[config.mk]
export PLATFORM = sky130hd
export DESIGN_NAME = opseq_top
export DESIGN_NICKNAME = d
export VERILOG_FILES = /design/src/rtl/opseq_pkg.sv /design/src/rtl/opseq_phase.sv /design/src/rtl/opseq_ctl.sv /design/src/rtl/opseq_pc.sv /design/src/rtl/opseq_bus.sv /design/src/rtl/opseq_top.sv
export SDC_FILE = /design/constraint.sdc
export NUM_CORES = 1
export LEC_CHECK = 0
export BUFFER_PORTS_ARGS = -buffer_cell sky130_fd_sc_hd__clkbuf_2
export CORE_MARGIN = 4
export CORE_UTILIZATION = 40
export CTS_BUF_LIST = sky130_fd_sc_hd__clkbuf_4 sky130_fd_sc_hd__clkbuf_8 sky130_fd_sc_hd__clkbuf_16
export CTS_CLUSTER_DIAMETER = 40
export DETAILED_ROUTE_END_ITERATION = 6
export PLACE_DENSITY = 0.74
export SLEW_MARGIN = 40
export SYNTH_ARGS = -nofsm -noshare
export SYNTH_HDL_FRONTEND = slang
export SYNTH_HIERARCHICAL = 1
export SYNTH_SLANG_ARGS = --single-unit
[constraint.sdc]
create_clock -name clk -period 2.3 [get_ports clk]
set_input_delay 0 -clock clk [delete_from_list [all_inputs] [get_ports clk]]
set_output_delay 0 -clock clk [all_outputs]
set_load 0.005 [all_outputs]
[src/rtl/opseq_pkg.sv]
package opseq_pkg;

  // Phase order is behaviour: operand A, operand B, then write-back.
  typedef enum logic [1:0] {
    PH_IDLE = 2'd0,
    PH_OPA  = 2'd1,
    PH_OPB  = 2'd2,
    PH_WB   = 2'd3
  } phase_e;

  // Bus source slots; the one-hot drive vector uses these bit positions.
  localparam int SRC_RF = 0;
  localparam int SRC_FU = 1;
  localparam int NSRC   = 2;

endpackage

[src/rtl/opseq_phase.sv]
module opseq_phase
  import opseq_pkg::*;
(
  input  logic   clk,
  input  logic   rst,
  input  logic   start,
  output phase_e phase_q,
  output phase_e phase_nxt,
  output logic   accept
);

  assign accept = start && (phase_q == PH_IDLE);

  always_comb begin
    phase_nxt = phase_q;
    unique case (phase_q)
      PH_IDLE: if (accept) phase_nxt = PH_OPA;
      PH_OPA:  phase_nxt = PH_OPB;
      PH_OPB:  phase_nxt = PH_WB;
      PH_WB:   phase_nxt = PH_IDLE;
      default: phase_nxt = PH_IDLE;
    endcase
  end

  always_ff @(posedge clk) begin
    if (rst) phase_q <= PH_IDLE;
    else     phase_q <= phase_nxt;
  end

endmodule

[src/rtl/opseq_ctl.sv]
module opseq_ctl
  import opseq_pkg::*;
#(
  parameter int AW = 5
)(
  input  logic            clk,
  input  logic            rst,
  input  phase_e          phase_q,
  input  phase_e          phase_nxt,
  input  logic            accept,
  input  logic [AW-1:0]   rs1_idx,
  input  logic [AW-1:0]   rs2_idx,
  input  logic [AW-1:0]   rd_idx,
  output logic [AW-1:0]   rf_addr,
  output logic            rf_rd_en,
  output logic            rf_wr_en,
  output logic [NSRC-1:0] bus_drv,
  output logic            lat_a_en,
  output logic            lat_b_en,
  output logic            pc_upd,
  output logic            done
);

  logic [AW-1:0] rs2_q;
  logic [AW-1:0] rd_q;

  // Indices captured once per instruction; later input changes are ignored.
  always_ff @(posedge clk) begin
    if (rst) begin
      rs2_q <= '0;
      rd_q  <= '0;
    end else if (accept) begin
      rs2_q <= rs2_idx;
      rd_q  <= rd_idx;
    end
  end

  // Outputs registered from the next phase so each lines up with its phase.
  always_ff @(posedge clk) begin
    if (rst) begin
      rf_addr  <= '0;
      rf_rd_en <= 1'b0;
      rf_wr_en <= 1'b0;
      bus_drv  <= '0;
      lat_a_en <= 1'b0;
      lat_b_en <= 1'b0;
      pc_upd   <= 1'b0;
      done     <= 1'b0;
    end else begin
      rf_addr  <= '0;
      rf_rd_en <= 1'b0;
      rf_wr_en <= 1'b0;
      bus_drv  <= '0;
      lat_a_en <= 1'b0;
      lat_b_en <= 1'b0;
      pc_upd   <= 1'b0;
      done     <= (phase_q == PH_WB);
      unique case (phase_nxt)
        PH_OPA: begin
          rf_addr         <= rs1_idx;
          rf_rd_en        <= 1'b1;
          bus_drv[SRC_RF] <= 1'b1;
          lat_a_en        <= 1'b1;
          pc_upd          <= 1'b1;   // write slot is free in this phase
        end
        PH_OPB: begin
          rf_addr         <= rs2_q;
          rf_rd_en        <= 1'b1;
          bus_drv[SRC_RF] <= 1'b1;
          lat_b_en        <= 1'b1;
        end
        PH_WB: begin
          rf_addr         <= rd_q;
          rf_wr_en        <= (rd_q != '0);
          bus_drv[SRC_FU] <= 1'b1;
        end
        default: ;
      endcase
    end
  end

endmodule

[src/rtl/opseq_pc.sv]
module opseq_pc #(
  parameter int          DW       = 32,
  parameter int          STEP     = 4,
  parameter logic [DW-1:0] RESET_PC = '0
)(
  input  logic          clk,
  input  logic          rst,
  input  logic          upd,
  output logic [DW-1:0] pc
);

  localparam logic [DW-1:0] STEP_V = DW'(STEP);

  always_ff @(posedge clk) begin
    if (rst)      pc <= RESET_PC;
    else if (upd) pc <= pc + STEP_V;
  end

endmodule

[src/rtl/opseq_bus.sv]
module opseq_bus #(
  parameter int DW   = 32,
  parameter int NSRC = 2
)(
  input  logic [NSRC-1:0]    sel,
  input  logic [NSRC*DW-1:0] src,
  output logic [DW-1:0]      bus
);

  logic [DW-1:0] term [NSRC];

  for (genvar gi = 0; gi < NSRC; gi++) begin : g_src
    assign term[gi] = sel[gi] ? src[gi*DW +: DW] : '0;
  end

  always_comb begin
    bus = '0;
    for (int i = 0; i < NSRC; i++) bus = bus | term[i];
  end

endmodule

[src/rtl/opseq_top.sv]
module opseq_top
  import opseq_pkg::*;
#(
  parameter int            DW       = 32,
  parameter int            AW       = 5,
  parameter int            PC_STEP  = 4,
  parameter logic [DW-1:0] PC_RESET = '0
)(
  input  logic            clk,
  input  logic            rst,
  input  logic            start,
  input  logic [AW-1:0]   rs1_idx,
  input  logic [AW-1:0]   rs2_idx,
  input  logic [AW-1:0]   rd_idx,
  input  logic [DW-1:0]   rf_rdata,
  input  logic [DW-1:0]   fu_result,
  output logic [AW-1:0]   rf_addr,
  output logic            rf_rd_en,
  output logic            rf_wr_en,
  output logic [NSRC-1:0] bus_drv,
  output logic [DW-1:0]   bus_data,
  output logic            lat_a_en,
  output logic            lat_b_en,
  output logic [DW-1:0]   pc,
  output logic            pc_upd,
  output logic            busy,
  output logic            done
);

  phase_e phase_q;
  phase_e phase_nxt;
  logic   accept;
  logic [NSRC*DW-1:0] bus_src;

  opseq_phase u_phase (
    .clk       (clk),
    .rst       (rst),
    .start     (start),
    .phase_q   (phase_q),
    .phase_nxt (phase_nxt),
    .accept    (accept)
  );

  opseq_ctl #(.AW(AW)) u_ctl (
    .clk       (clk),
    .rst       (rst),
    .phase_q   (phase_q),
    .phase_nxt (phase_nxt),
    .accept    (accept),
    .rs1_idx   (rs1_idx),
    .rs2_idx   (rs2_idx),
    .rd_idx    (rd_idx),
    .rf_addr   (rf_addr),
    .rf_rd_en  (rf_rd_en),
    .rf_wr_en  (rf_wr_en),
    .bus_drv   (bus_drv),
    .lat_a_en  (lat_a_en),
    .lat_b_en  (lat_b_en),
    .pc_upd    (pc_upd),
    .done      (done)
  );

  opseq_pc #(.DW(DW), .STEP(PC_STEP), .RESET_PC(PC_RESET)) u_pc (
    .clk (clk),
    .rst (rst),
    .upd (pc_upd),
    .pc  (pc)
  );

  assign bus_src[SRC_RF*DW +: DW] = rf_rdata;
  assign bus_src[SRC_FU*DW +: DW] = fu_result;

  opseq_bus #(.DW(DW), .NSRC(NSRC)) u_bus (
    .sel (bus_drv),
    .src (bus_src),
    .bus (bus_data)
  );

  assign busy = (phase_q != PH_IDLE);

endmodule

==> run_results.csv <==
group,metric,value,unit
layout,mostFrequentLayoutCell,"clkbuf_2",
logic_synthesis,synthArstFlopShare,0,%
logic_synthesis,synth_edf_count,0,
sta,hold_viol,0,
global_route,overflow,0,
power,power.density,837.5,nW/um^2
logic_synthesis,ys_seq_area_share,38.51,%
critical_path,worstPathMaxFanout,28,
clock_network,clock_tree.buffer_depth,2,
critical_path,crit_path_end_kind,"register",
route,vias_per_cell,5.290,
power,swShare,35.78,%
critical_path,required,2.54,ns
power,clock_power_share,17.3,%
power,seqPwrFrac,36.3,%
sta,timing.final.crit_share,93.80,%
power,p_int,1.980,mW
power,pwr-share-comb,46.4,%
route,drt-total-wl,8.151,mm
critical_path,r2r_slack,0.14,ns
sta,finalSetupTns,0,ns
sta,rsz0062_at_grt,"no",
logic_synthesis,ys.flop_type,"dfxtp_1",
placed_design,routabilityCongestion,0.7949,
floorplan,die_w,91.00,microns
clock_network,insertion_delay,0.30,ns
critical_path,crit_arrival,2.40,ns
clock_network,hold_buffers,10,
layout,final_cell_mix,"157 x clkbuf_2, 53 x dfxtp_1, 30 x a22o_1, 30 x nor2_1, 13 x a21oi_1",
min_path,hold_path_class,"in -> reg",
clock_network,cts.reportedPaths.clkPinSlew,0.10,ns
critical_path,worstSetupPathType,"reg -> reg",
route,antenna_left,0,
layout,regArea,1061,sq um
global_route,grt_pass1_vias,2629,
placed_design,port_buffers,157,
logic_synthesis,yosysUniqueCellTypes,42,
logic_synthesis,ys_warn_count,6,
layout,fill_cells,631,
critical_path,cp-start-kind,"register",
sta,slew_viol_final,0,
logic_synthesis,synth_cells,289,
floorplan,start_util,42.18,%
logic_synthesis,syn-cell-area,2755,sq um
clock_network,clock_sinks,53,
layout,nNetsFinal,539,
clock_network,htree_levels,2,
global_route,track_usage,18.60,%
power,ir_worst_vdd,0.0003863,V
critical_path,crit_family,"simple AND/OR/NAND/NOR gates",
critical_path,crit_slowest_cell,"or4_1",
flow_run,drv_cap,0,
route,wl_per_cell,15.47,microns
floorplan,die-area,8280,sq um
layout,area_growth,33.61,%
status,outcome,"finished, final reports clean",
floorplan,fp.dieH,91.00,microns
critical_path,critPathBufInv,1,
sta,fin_crit,2.157,ns
logic_synthesis,ys_ff_latch,53,
global_route,antenna_found_initial,0,
global_route,grt_pass1_wl,12.88,mm
sta,slew_headroom,66.43,%
clock_network,cts_resized,0,
floorplan,pin_count,160,
power,p_switching,1.103,mW
clock_network,root_buffer,"clkbuf_8",
sta,worstMarginPinSlew,0.5035,ns
sta,setup_viol,0,
floorplan,core_area,6531,sq um
critical_path,cp_slowest_stage_delay,0.56,ns
layout,antenna_cells,0,
floorplan,rows,29,
power,p_leak,1.719,nW
critical_path,cp_common_cell,"or4_1",
route,drt_iter0_markers,144,
clock_network,cts_tree,"built",
layout,drive_gt1_share,40.22,%
critical_path,path_cells,"nand4_4, or4_1, buf_4, or4_1, a21oi_1",
sta,fmaxAchievable,463.5,MHz
sta,finalWorstSetupSlack,0.1426,ns
placed_design,hpwl,6.287,mm
clock_network,numCtsBuffers,5,
global_route,grt_max_degree,35,
route,vias,2788,
sta,skew,0.01098,ns
layout,multi_input_area,1464,sq um
route,drc,0,
placed_design,dp_slack,0.1724,ns
clock_network,postCtsSetupBuffers,0,
logic_synthesis,syn_area_per_cell,9.533,sq um
route,first_pass_iters,5,
==> area by class of cell <==
cell class                 count  area share (%)
clock buffer                   7           2.277
tap                           77           2.617
clock inverter                 1          0.2039
inverter                       6          0.6118
sequential                    53           28.82
timing repair buffer         175           25.70
multi-input combinational    208           39.77
==> cell usage after synthesis (2+ instances only) <==
cell type / instances / area share, %
a21oi_1: 13 / 2.4
a222oi_1: 5 / 1.8
a22o_1: 30 / 9.5
a22o_2: 2 / 0.73
and2_1: 2 / 0.45
and4_1: 3 / 0.95
buf_2: 3 / 0.54
buf_4: 5 / 1.4
buf_6: 13 / 5.3
dfxtp_1: 53 / 39
ha_1: 8 / 3.6
inv_1: 6 / 0.82
mux2_1: 2 / 0.82
mux2i_1: 11 / 4.0
nand2_1: 8 / 1.1
nand3_1: 7 / 1.3
nand4_1: 12 / 2.7
nor2_1: 30 / 4.1
nor2b_1: 6 / 1.4
nor3_1: 9 / 1.6
nor4_1: 7 / 1.6
o21ai_1: 5 / 0.91
o21ba_1: 2 / 0.73
o31a_1: 2 / 0.64
o31ai_1: 6 / 1.6
or3_1: 6 / 1.4
or4_1: 7 / 1.9
xnor2_1: 8 / 2.5
xor2_1: 5 / 1.6
==> power by group through the flow <==
stage | Combinational, mW | Clock (mW) | Sequential [mW]
after floorplan | 0.958 | 0 | 1.14
after global placement | 1.39 | 0 | 1.14
after detailed placement | 1.41 | 0 | 1.14
after CTS | 1.43 | 0.552 | 1.12
after global routing | 1.58 | 0.593 | 1.14
final | 1.43 | 0.534 | 1.12
==> cell families after synthesis <==
kind of cell / Yosys count / synth area share [%]
AND/OR/NAND/NOR: 106 / 21.75
AO/OA/AOI/OAI: 66 / 18.53
flip-flops: 53 / 38.51
buffers and inverters: 29 / 8.492
XOR/XNOR: 13 / 4.133
multiplexers: 13 / 4.814
adder cells (fa/ha/maj): 8 / 3.633
other: 1 / 0.1361
==> stage by stage <==
step | instances | instance area (sq um) | util [%] | hold WS, ns | total power, mW
after floorplan | 290 | 2759 | - | 0.06972 | 2.101
after global placement | 509 | 3490 | 53.43 | 0.2431 | 2.532
after detailed placement | 509 | 3490 | 53.43 | 0.2471 | 2.556
after CTS | 527 | 3681 | 56.36 | 0.007413 | 3.107
after global routing | 527 | 3681 | 56.36 | 0.01616 | 3.307
final | 527 | 3681 | 56.36 | 0.01270 | 3.083
==> worst register-to-register path, delay by kind of cell, from the launching register on <==
family | cells | cell delay [ns]
AOI/OAI and AO/OA | 1 | 0.15
buffers and inverters | 1 | 0.23
DFF | 1 | 0.48
and+or+nand+nor | 3 | 1.25
==> state kept, by name, indices dropped and copies added (netlist names) <==
name	flops
u_ctl/rf_addr	5
u_ctl/rf_wr_en	1
u_ctl/done	1
u_ctl/lat_b_en	1
u_ctl/rs2_q	5
u_ctl/pc_upd	1
u_ctl/bus_drv	2
u_pc/pc	30
u_phase/phase_q	2
u_ctl/rd_q	5
==> worst paths after layout <==
path	startpoint	endpoint	cells past startpoint
hold / removal	start	u_phase/phase_q[0]	3
setup reg to reg	u_pc/pc[7]	u_pc/pc[26]	5
setup / recovery	u_pc/pc[7]	u_pc/pc[26]	5
hold reg to reg	u_phase/phase_q[1]	u_ctl/done	2
==> routing by layer <==
layer  up-vias  global-route usage, %  wire, microns
li1       1394                      -              -
met1      1278                  21.41           3231
met2       106                  34.27           4267
met3        10                  3.884            541
met4         0                  5.905            110
met5         -                      0              0
No activity file was read; power rests on OpenSTA's default activity.
